===== config.mk =====
export PLATFORM = sky130hd
export DESIGN_NAME = eint_sampler
export DESIGN_NICKNAME = d
export VERILOG_FILES = /design/src/rtl/eint_pkg.sv /design/src/rtl/eint_phase_gen.sv /design/src/rtl/eint_sync.sv /design/src/rtl/eint_channel.sv /design/src/rtl/eint_sampler.sv
export SDC_FILE = /design/constraint.sdc
export NUM_CORES = 1
export LEC_CHECK = 0
export BUFFER_PORTS_ARGS = -buffer_cell sky130_fd_sc_hd__buf_2
export CORE_MARGIN = 1.5
export CORE_UTILIZATION = 48
export DETAILED_ROUTE_END_ITERATION = 10
export PLACE_DENSITY_LB_ADDON = 0.1
export SETUP_SLACK_MARGIN = 0.02
export SKIP_CTS_REPAIR_TIMING = 1
export SYNTH_ARGS = -nofsm -noshare
export SYNTH_HDL_FRONTEND = slang
export SYNTH_SLANG_ARGS = --single-unit

===== constraint.sdc =====
create_clock -name clk -period 1.2 [get_ports clk]
set_input_delay 0.18 -clock clk [delete_from_list [all_inputs] [get_ports clk]]
set_output_delay 0.18 -clock clk [all_outputs]
set_load 0.02 [all_outputs]

===== src/rtl/eint_pkg.sv =====
// Shared types for the external interrupt sampler.
// Assumes the control word layout of two bits per pin: type at 2i, flag at 2i+1.
package eint_pkg;

    typedef enum logic {
        TRIG_LEVEL = 1'b0,
        TRIG_FALL  = 1'b1
    } trig_mode_e;

    // Bit position of the trigger-type bit of pin i inside the control word.
    function automatic int type_pos(input int i);
        return 2 * i;
    endfunction

    // Bit position of the request flag of pin i inside the control word.
    function automatic int flag_pos(input int i);
        return 2 * i + 1;
    endfunction

endpackage


===== src/rtl/eint_phase_gen.sv =====
// Machine-cycle phase counter. Counts CYCLE_LEN clocks and raises tick_o
// for one clock at SAMPLE_PHASE. Assumes SAMPLE_PHASE < CYCLE_LEN.
module eint_phase_gen #(
    parameter int CYCLE_LEN    = 12,
    parameter int SAMPLE_PHASE = 9
) (
    input  logic clk,
    input  logic rst_n,
    output logic tick_o
);
    localparam int CNT_W = $clog2(CYCLE_LEN);

    logic [CNT_W-1:0] phase_q;

    // Advance the phase, wrapping at the end of a machine cycle.
    always_ff @(posedge clk) begin
        if (!rst_n)
            phase_q <= '0;
        else if (phase_q == CNT_W'(CYCLE_LEN - 1))
            phase_q <= '0;
        else
            phase_q <= phase_q + 1'b1;
    end

    // Strobe on the fixed sampling phase.
    assign tick_o = (phase_q == CNT_W'(SAMPLE_PHASE));

endmodule


===== src/rtl/eint_sync.sv =====
// Multi-flop synchronizer for asynchronous active-low pins.
// Resets to all ones (inactive), so no request appears out of reset.
module eint_sync #(
    parameter int WIDTH  = 2,
    parameter int STAGES = 2
) (
    input  logic             clk,
    input  logic             rst_n,
    input  logic [WIDTH-1:0] din,
    output logic [WIDTH-1:0] dout
);
    logic [WIDTH-1:0] chain_q [STAGES];

    // First stage captures the raw pin.
    always_ff @(posedge clk) begin
        if (!rst_n) chain_q[0] <= '1;
        else        chain_q[0] <= din;
    end

    for (genvar s = 1; s < STAGES; s++) begin : g_stage
        // Each further stage re-registers the previous one.
        always_ff @(posedge clk) begin
            if (!rst_n) chain_q[s] <= '1;
            else        chain_q[s] <= chain_q[s-1];
        end
    end

    assign dout = chain_q[STAGES-1];

endmodule


===== src/rtl/eint_channel.sv =====
// One interrupt input: previous-sample register and request flag.
// Assumes pin_n_s is already synchronized and tick marks the sample cycle.
// Update order: sample result, then hardware clear, then software write.
module eint_channel
    import eint_pkg::*;
(
    input  logic       clk,
    input  logic       rst_n,
    input  logic       tick,
    input  logic       pin_n_s,
    input  trig_mode_e mode,
    input  logic       hw_clr,
    input  logic       sw_wr,
    input  logic       sw_flag,
    output logic       flag
);
    logic prev_high_q;
    logic flag_q;
    logic fell;

    // A falling transition between two consecutive samples.
    assign fell = prev_high_q & ~pin_n_s;

    // Remember the level seen at the last sample.
    always_ff @(posedge clk) begin
        if (!rst_n)    prev_high_q <= 1'b1;
        else if (tick) prev_high_q <= pin_n_s;
    end

    // Flag update with the sampled set taking precedence over clears.
    always_ff @(posedge clk) begin
        if (!rst_n)
            flag_q <= 1'b0;
        else if (tick && mode == TRIG_LEVEL)
            flag_q <= ~pin_n_s;
        else if (tick && fell)
            flag_q <= 1'b1;
        else if (hw_clr)
            flag_q <= 1'b0;
        else if (sw_wr)
            flag_q <= sw_flag;
    end

    assign flag = flag_q;

endmodule


===== src/rtl/eint_sampler.sv =====
// External interrupt input sampler top. Synchronizes the pins, samples them
// once per machine cycle and keeps one flag and one trigger-type bit per pin,
// exposed through a control word (type at 2i, flag at 2i+1).
module eint_sampler
    import eint_pkg::*;
#(
    parameter int N_PINS       = 2,
    parameter int CYCLE_LEN    = 12,
    parameter int SAMPLE_PHASE = 9,
    parameter int SYNC_STAGES  = 2,
    localparam int REG_W       = 2 * N_PINS
) (
    input  logic              clk,
    input  logic              rst_n,
    input  logic [N_PINS-1:0] ext_int_n,
    input  logic [N_PINS-1:0] hw_ack,
    input  logic              reg_wr,
    input  logic [REG_W-1:0]  reg_wdata,
    output logic [REG_W-1:0]  reg_rdata,
    output logic [N_PINS-1:0] irq_flag,
    output logic              sample_tick
);
    logic [N_PINS-1:0] pin_sync;
    logic [N_PINS-1:0] mode_q;

    eint_phase_gen #(
        .CYCLE_LEN   (CYCLE_LEN),
        .SAMPLE_PHASE(SAMPLE_PHASE)
    ) u_phase (
        .clk   (clk),
        .rst_n (rst_n),
        .tick_o(sample_tick)
    );

    eint_sync #(
        .WIDTH (N_PINS),
        .STAGES(SYNC_STAGES)
    ) u_sync (
        .clk  (clk),
        .rst_n(rst_n),
        .din  (ext_int_n),
        .dout (pin_sync)
    );

    for (genvar i = 0; i < N_PINS; i++) begin : g_pin
        // Trigger-type bit written by software.
        always_ff @(posedge clk) begin
            if (!rst_n)      mode_q[i] <= 1'b0;
            else if (reg_wr) mode_q[i] <= reg_wdata[type_pos(i)];
        end

        eint_channel u_chan (
            .clk    (clk),
            .rst_n  (rst_n),
            .tick   (sample_tick),
            .pin_n_s(pin_sync[i]),
            .mode   (trig_mode_e'(mode_q[i])),
            .hw_clr (hw_ack[i]),
            .sw_wr  (reg_wr),
            .sw_flag(reg_wdata[flag_pos(i)]),
            .flag   (irq_flag[i])
        );

        assign reg_rdata[type_pos(i)] = mode_q[i];
        assign reg_rdata[flag_pos(i)] = irq_flag[i];
    end

endmodule


==> metrics.md <==
| Metric | Value |
|---|---|
| Critical Path, Cell by Cell | `inv_2, ha_4, nand3b_4, clkinv_4, buf_6` |
| Sequential Area | `approximately 290 um^2` |
| CTS clk-pin slew, worst paths | `80 ps` |
| Clk root buf | `clkbuf_4` |
| GR Util met1 | `19.2%` |
| Remaining routing DRC violations | `0` |
| Reg-to-Reg End | `g_pin[0].u_chan.flag$_SDFFE_PN0P_` |
| Layout area overhead | `21.7%` |
| DP Area | `~700 um^2` |
| Setup WS post-layout | `-96.2 ps` |
| 1st-iter DRT viols | `1` |
| Critical Path RT | `approximately 1000 ps` |
| Worst Tran Pin Value | `about 280 ps` |
| Hold Path Class | `input port to register` |
| Filler cell count | `between 100 and 150` |
| Maxcap violations | `0` |
| Row cnt | `13` |
| Bufs on Longest Clock Path | `2` |
| Final Instance Area | `a little under 800 um^2` |
| GRT Residual Overflow | `0` |
| Avg Inst Size Synth | `between 10 and 15 um^2` |
| Post-synthesis sequential area ratio | `43.5%` |
| Startpoint Class | `register` |
| Max Slew Vio Count | `0` |
| H-tree Lvls | `1` |
| Critical path's slowest cell | `dfxtp_2` |
| Area of the multi-input gates | `around 320 um^2` |
| Routing usage on met3 | `5.11%` |
| Minimum clock period | `approximately 1300 ps` |
| Initial antenna violation count | `0` |
| Total track usage | `around 14%` |
| Hold Vio Cnt, Final | `0` |
| Vias/cell | `approximately 4.7` |
| Hold EP | `u_sync.chain_q[0][1]$_SDFF_PN1_` |
| #FFs+latches synth | `14` |
| Synth warn | `0` |
| Crit path DAT | `1120 ps` |
| CP bufs+invs | `3` |
| Fin nets | `95` |
| Diode count | `0` |
| Top-Level Pins | `18` |
| Final worst path period share | `108%` |
| Worst reg2reg path startpoint | `u_phase.phase_q[1]$_SDFF_PP0_` |
| Hold path startpoint | `ext_int_n[1]` |
| Post-Syn Nets | `76` |
| IO buf count | `17` |
| Crit path launch | `u_phase.phase_q[1]$_SDFF_PP0_` |
| Worst hold stages | `2` |
| Clock Sinks | `14` |
| GRT met2 Usage | `a little under a fifth` |
| Outcome | `complete, but fails checks` |
| CP top delay family | `flip-flops` |
| Lkg Pwr | `~0.39 nW` |
| Most common cell after layout, fill and taps aside | `buf_2` |
| Die Area | `1570 um^2` |
| CP endpoint kind | `output port` |
| Crit Path Category | `register to output port` |
| TritonCTS clock tree | `done` |
| Rel. slew slack | `81.2%` |
| Hpwl dp | `697 um` |
| Avg WL per Cell | `10.4 um` |
| Antenna-violating nets left | `0` |
| Worst VDD drop | `between 900 and 1000 uV` |
| Share of cells above drive strength 1 | `approximately 48%` |
| Mapped Cells | `63` |
| Most frequent cells in the layout | `buf_2 (16), dfxtp_1 (12), nand2_1 (6)` |
| Routed WL | `989 um` |
| FF-to-FF path depth | `6` |
| First-pass GRT wire length | `about 1.4 mm` |
| Max Freq | `between 0.7 and 0.8 GHz` |
| Via Count | `about 440` |
| Global route hottest layer | `met1` |
| CORE AREA | `about 1300 um^2` |
| Number of library cell types mapped by synthesis | `21` |
| Die width | `approximately 40 um` |
| Largest net degree at the start of global routing | `15` |
| Cell taking the most area after synthesis | `dfxtp_1` |
| Clock Skew | `about 5.8 ps` |
| Initial core utilization | `50.8%` |
| RSZ-0062 raised after global routing | `true` |
| Final TNS setup | `-96.2 ps` |
| Violated checks | `negative setup slack` |
| Area fraction of the dominant cell type after synthesis | `~43%` |
| RePlAce Congestion | `between 0.6 and 0.7` |
| Vias in the first global route | `336` |
| Crit-path max FO | `4` |
| Crit-path max cell delay | `350 ps` |
| Area contributors post-synth | `dfxtp_1 (43%), buf_4 (8.2%), mux2i_1 (4.7%), ha_1 (3.9%), nand2b_1 (3.9%)` |
| Chip height | `39.6 um` |
| Reg2reg setup slack | `~40 ps` |
| Worst skew pair latency | `260 ps` |
| Total CTS buffers | `3` |
| Setup Viol. Count Final | `1` |
| Power density over the cells | `around 1100 nW/um^2` |
| Area of the mapped netlist | `between 600 and 700 um^2` |
| 1st-pass router iterations | `4` |
[cells by family (layout without fill, tap and decap cells)]
group | Yosys count | in the layout | synth area share [%]
fa+ha+maj | 2 | 2 | 3.88
flops | 14 | 14 | 43.5
compound gates | 5 | 5 | 7.96
simple gates | 26 | 26 | 25.2
mux | 5 | 5 | 8.16
buf+inv | 11 | 28 | 11.3
[stage by stage]
stage | power, W | hold WS, ps | worst slack [ps] | util [%] | std cells
6_report | 0.000854 | 102 | -96.2 | 61.8 | 95
5_1_grt | 0.000906 | 84.8 | -153 | 61.8 | 95
4_1_cts | 0.000859 | 82.0 | -242 | 56.6 | 91
3_5_place_dp | 0.000602 | 367 | 51.6 | 54.8 | 88
3_3_place_gp | 0.000601 | 362 | 55.7 | 54.8 | 88
2_1_floorplan | 0.000579 | 253 | 120 | - | 63
[sequential cells by signal, summed over array words and instances, names as in the netlist]
register and flops:
g_pin.u_chan.flag 2, reg_rdata 2, u_phase.phase_q 4, u_sync.chain_q 4, g_pin.u_chan.prev_high_q 2
[area by class of cell]
cell class | instances | share of cell area, %
flip-flops and latches | 14 | 36.4
clock buffers | 3 | 2.87
inverters | 4 | 2.55
repair buffers | 21 | 15.5
multi-input cells | 38 | 40.4
well taps | 15 | 2.39
[report_power, final]
part           leakage (nW)  switching (W)  total [W]  internal (W)
clock network        0.0138       0.000126   0.000242      0.000116
logic                 0.262      0.0000508   0.000109     0.0000583
registers             0.116      0.0000176   0.000503      0.000486
[cell usage after synthesis]
cell type  instances
nand3b_4           1
and2b_1            1
mux2_2             2
inv_1              3
nor2b_1            4
o31ai_2            2
nand2_1            6
nor2_1             3
o2111ai_1          2
ha_1               2
nand3b_1           1
and3_2             1
nand2_4            1
dfxtp_1           14
clkinv_4           1
buf_4              7
nand2b_1           4
nand3_1            2
nor3b_1            2
o31a_1             1
mux2i_1            3
[worst reg2reg max path: cells and delay by family (launching register included)]
family	cells	cell delay [ps]
AND/OR/NAND/NOR	1	110
flip-flops	1	330
adder cells (fa/ha/maj)	1	130
buffers and inverters	2	220
AO/OA/AOI/OAI	2	260
[how the worst max path moves through the flow]
| stage | end | slack [ps] | cells after the start |
|---|---|---|---|
| finish | sample_tick | -100 | 5 |
| global route | sample_tick | -150 | 5 |
| CTS | sample_tick | -240 | 4 |
| detailed placement | g_pin[1].u_chan.flag$_SDFFE_PN0P_ | 50 | 4 |
| global placement | g_pin[0].u_chan.flag$_SDFFE_PN0P_ | 60 | 4 |
| floorplan | g_pin[1].u_chan.flag$_SDFFE_PN0P_ | 120 | 4 |
[per-layer routing]
layer / vias to the layer above / wire (um) / share of wire [%]
met4: 0 / 16 / 1.6
met2: 12 / 420 / 42
met5: - / 0 / 0
li1: 240 / - / -
met1: 190 / 498 / 50
met3: 2 / 53 / 5.4
Power figures use the tool's default switching activity.
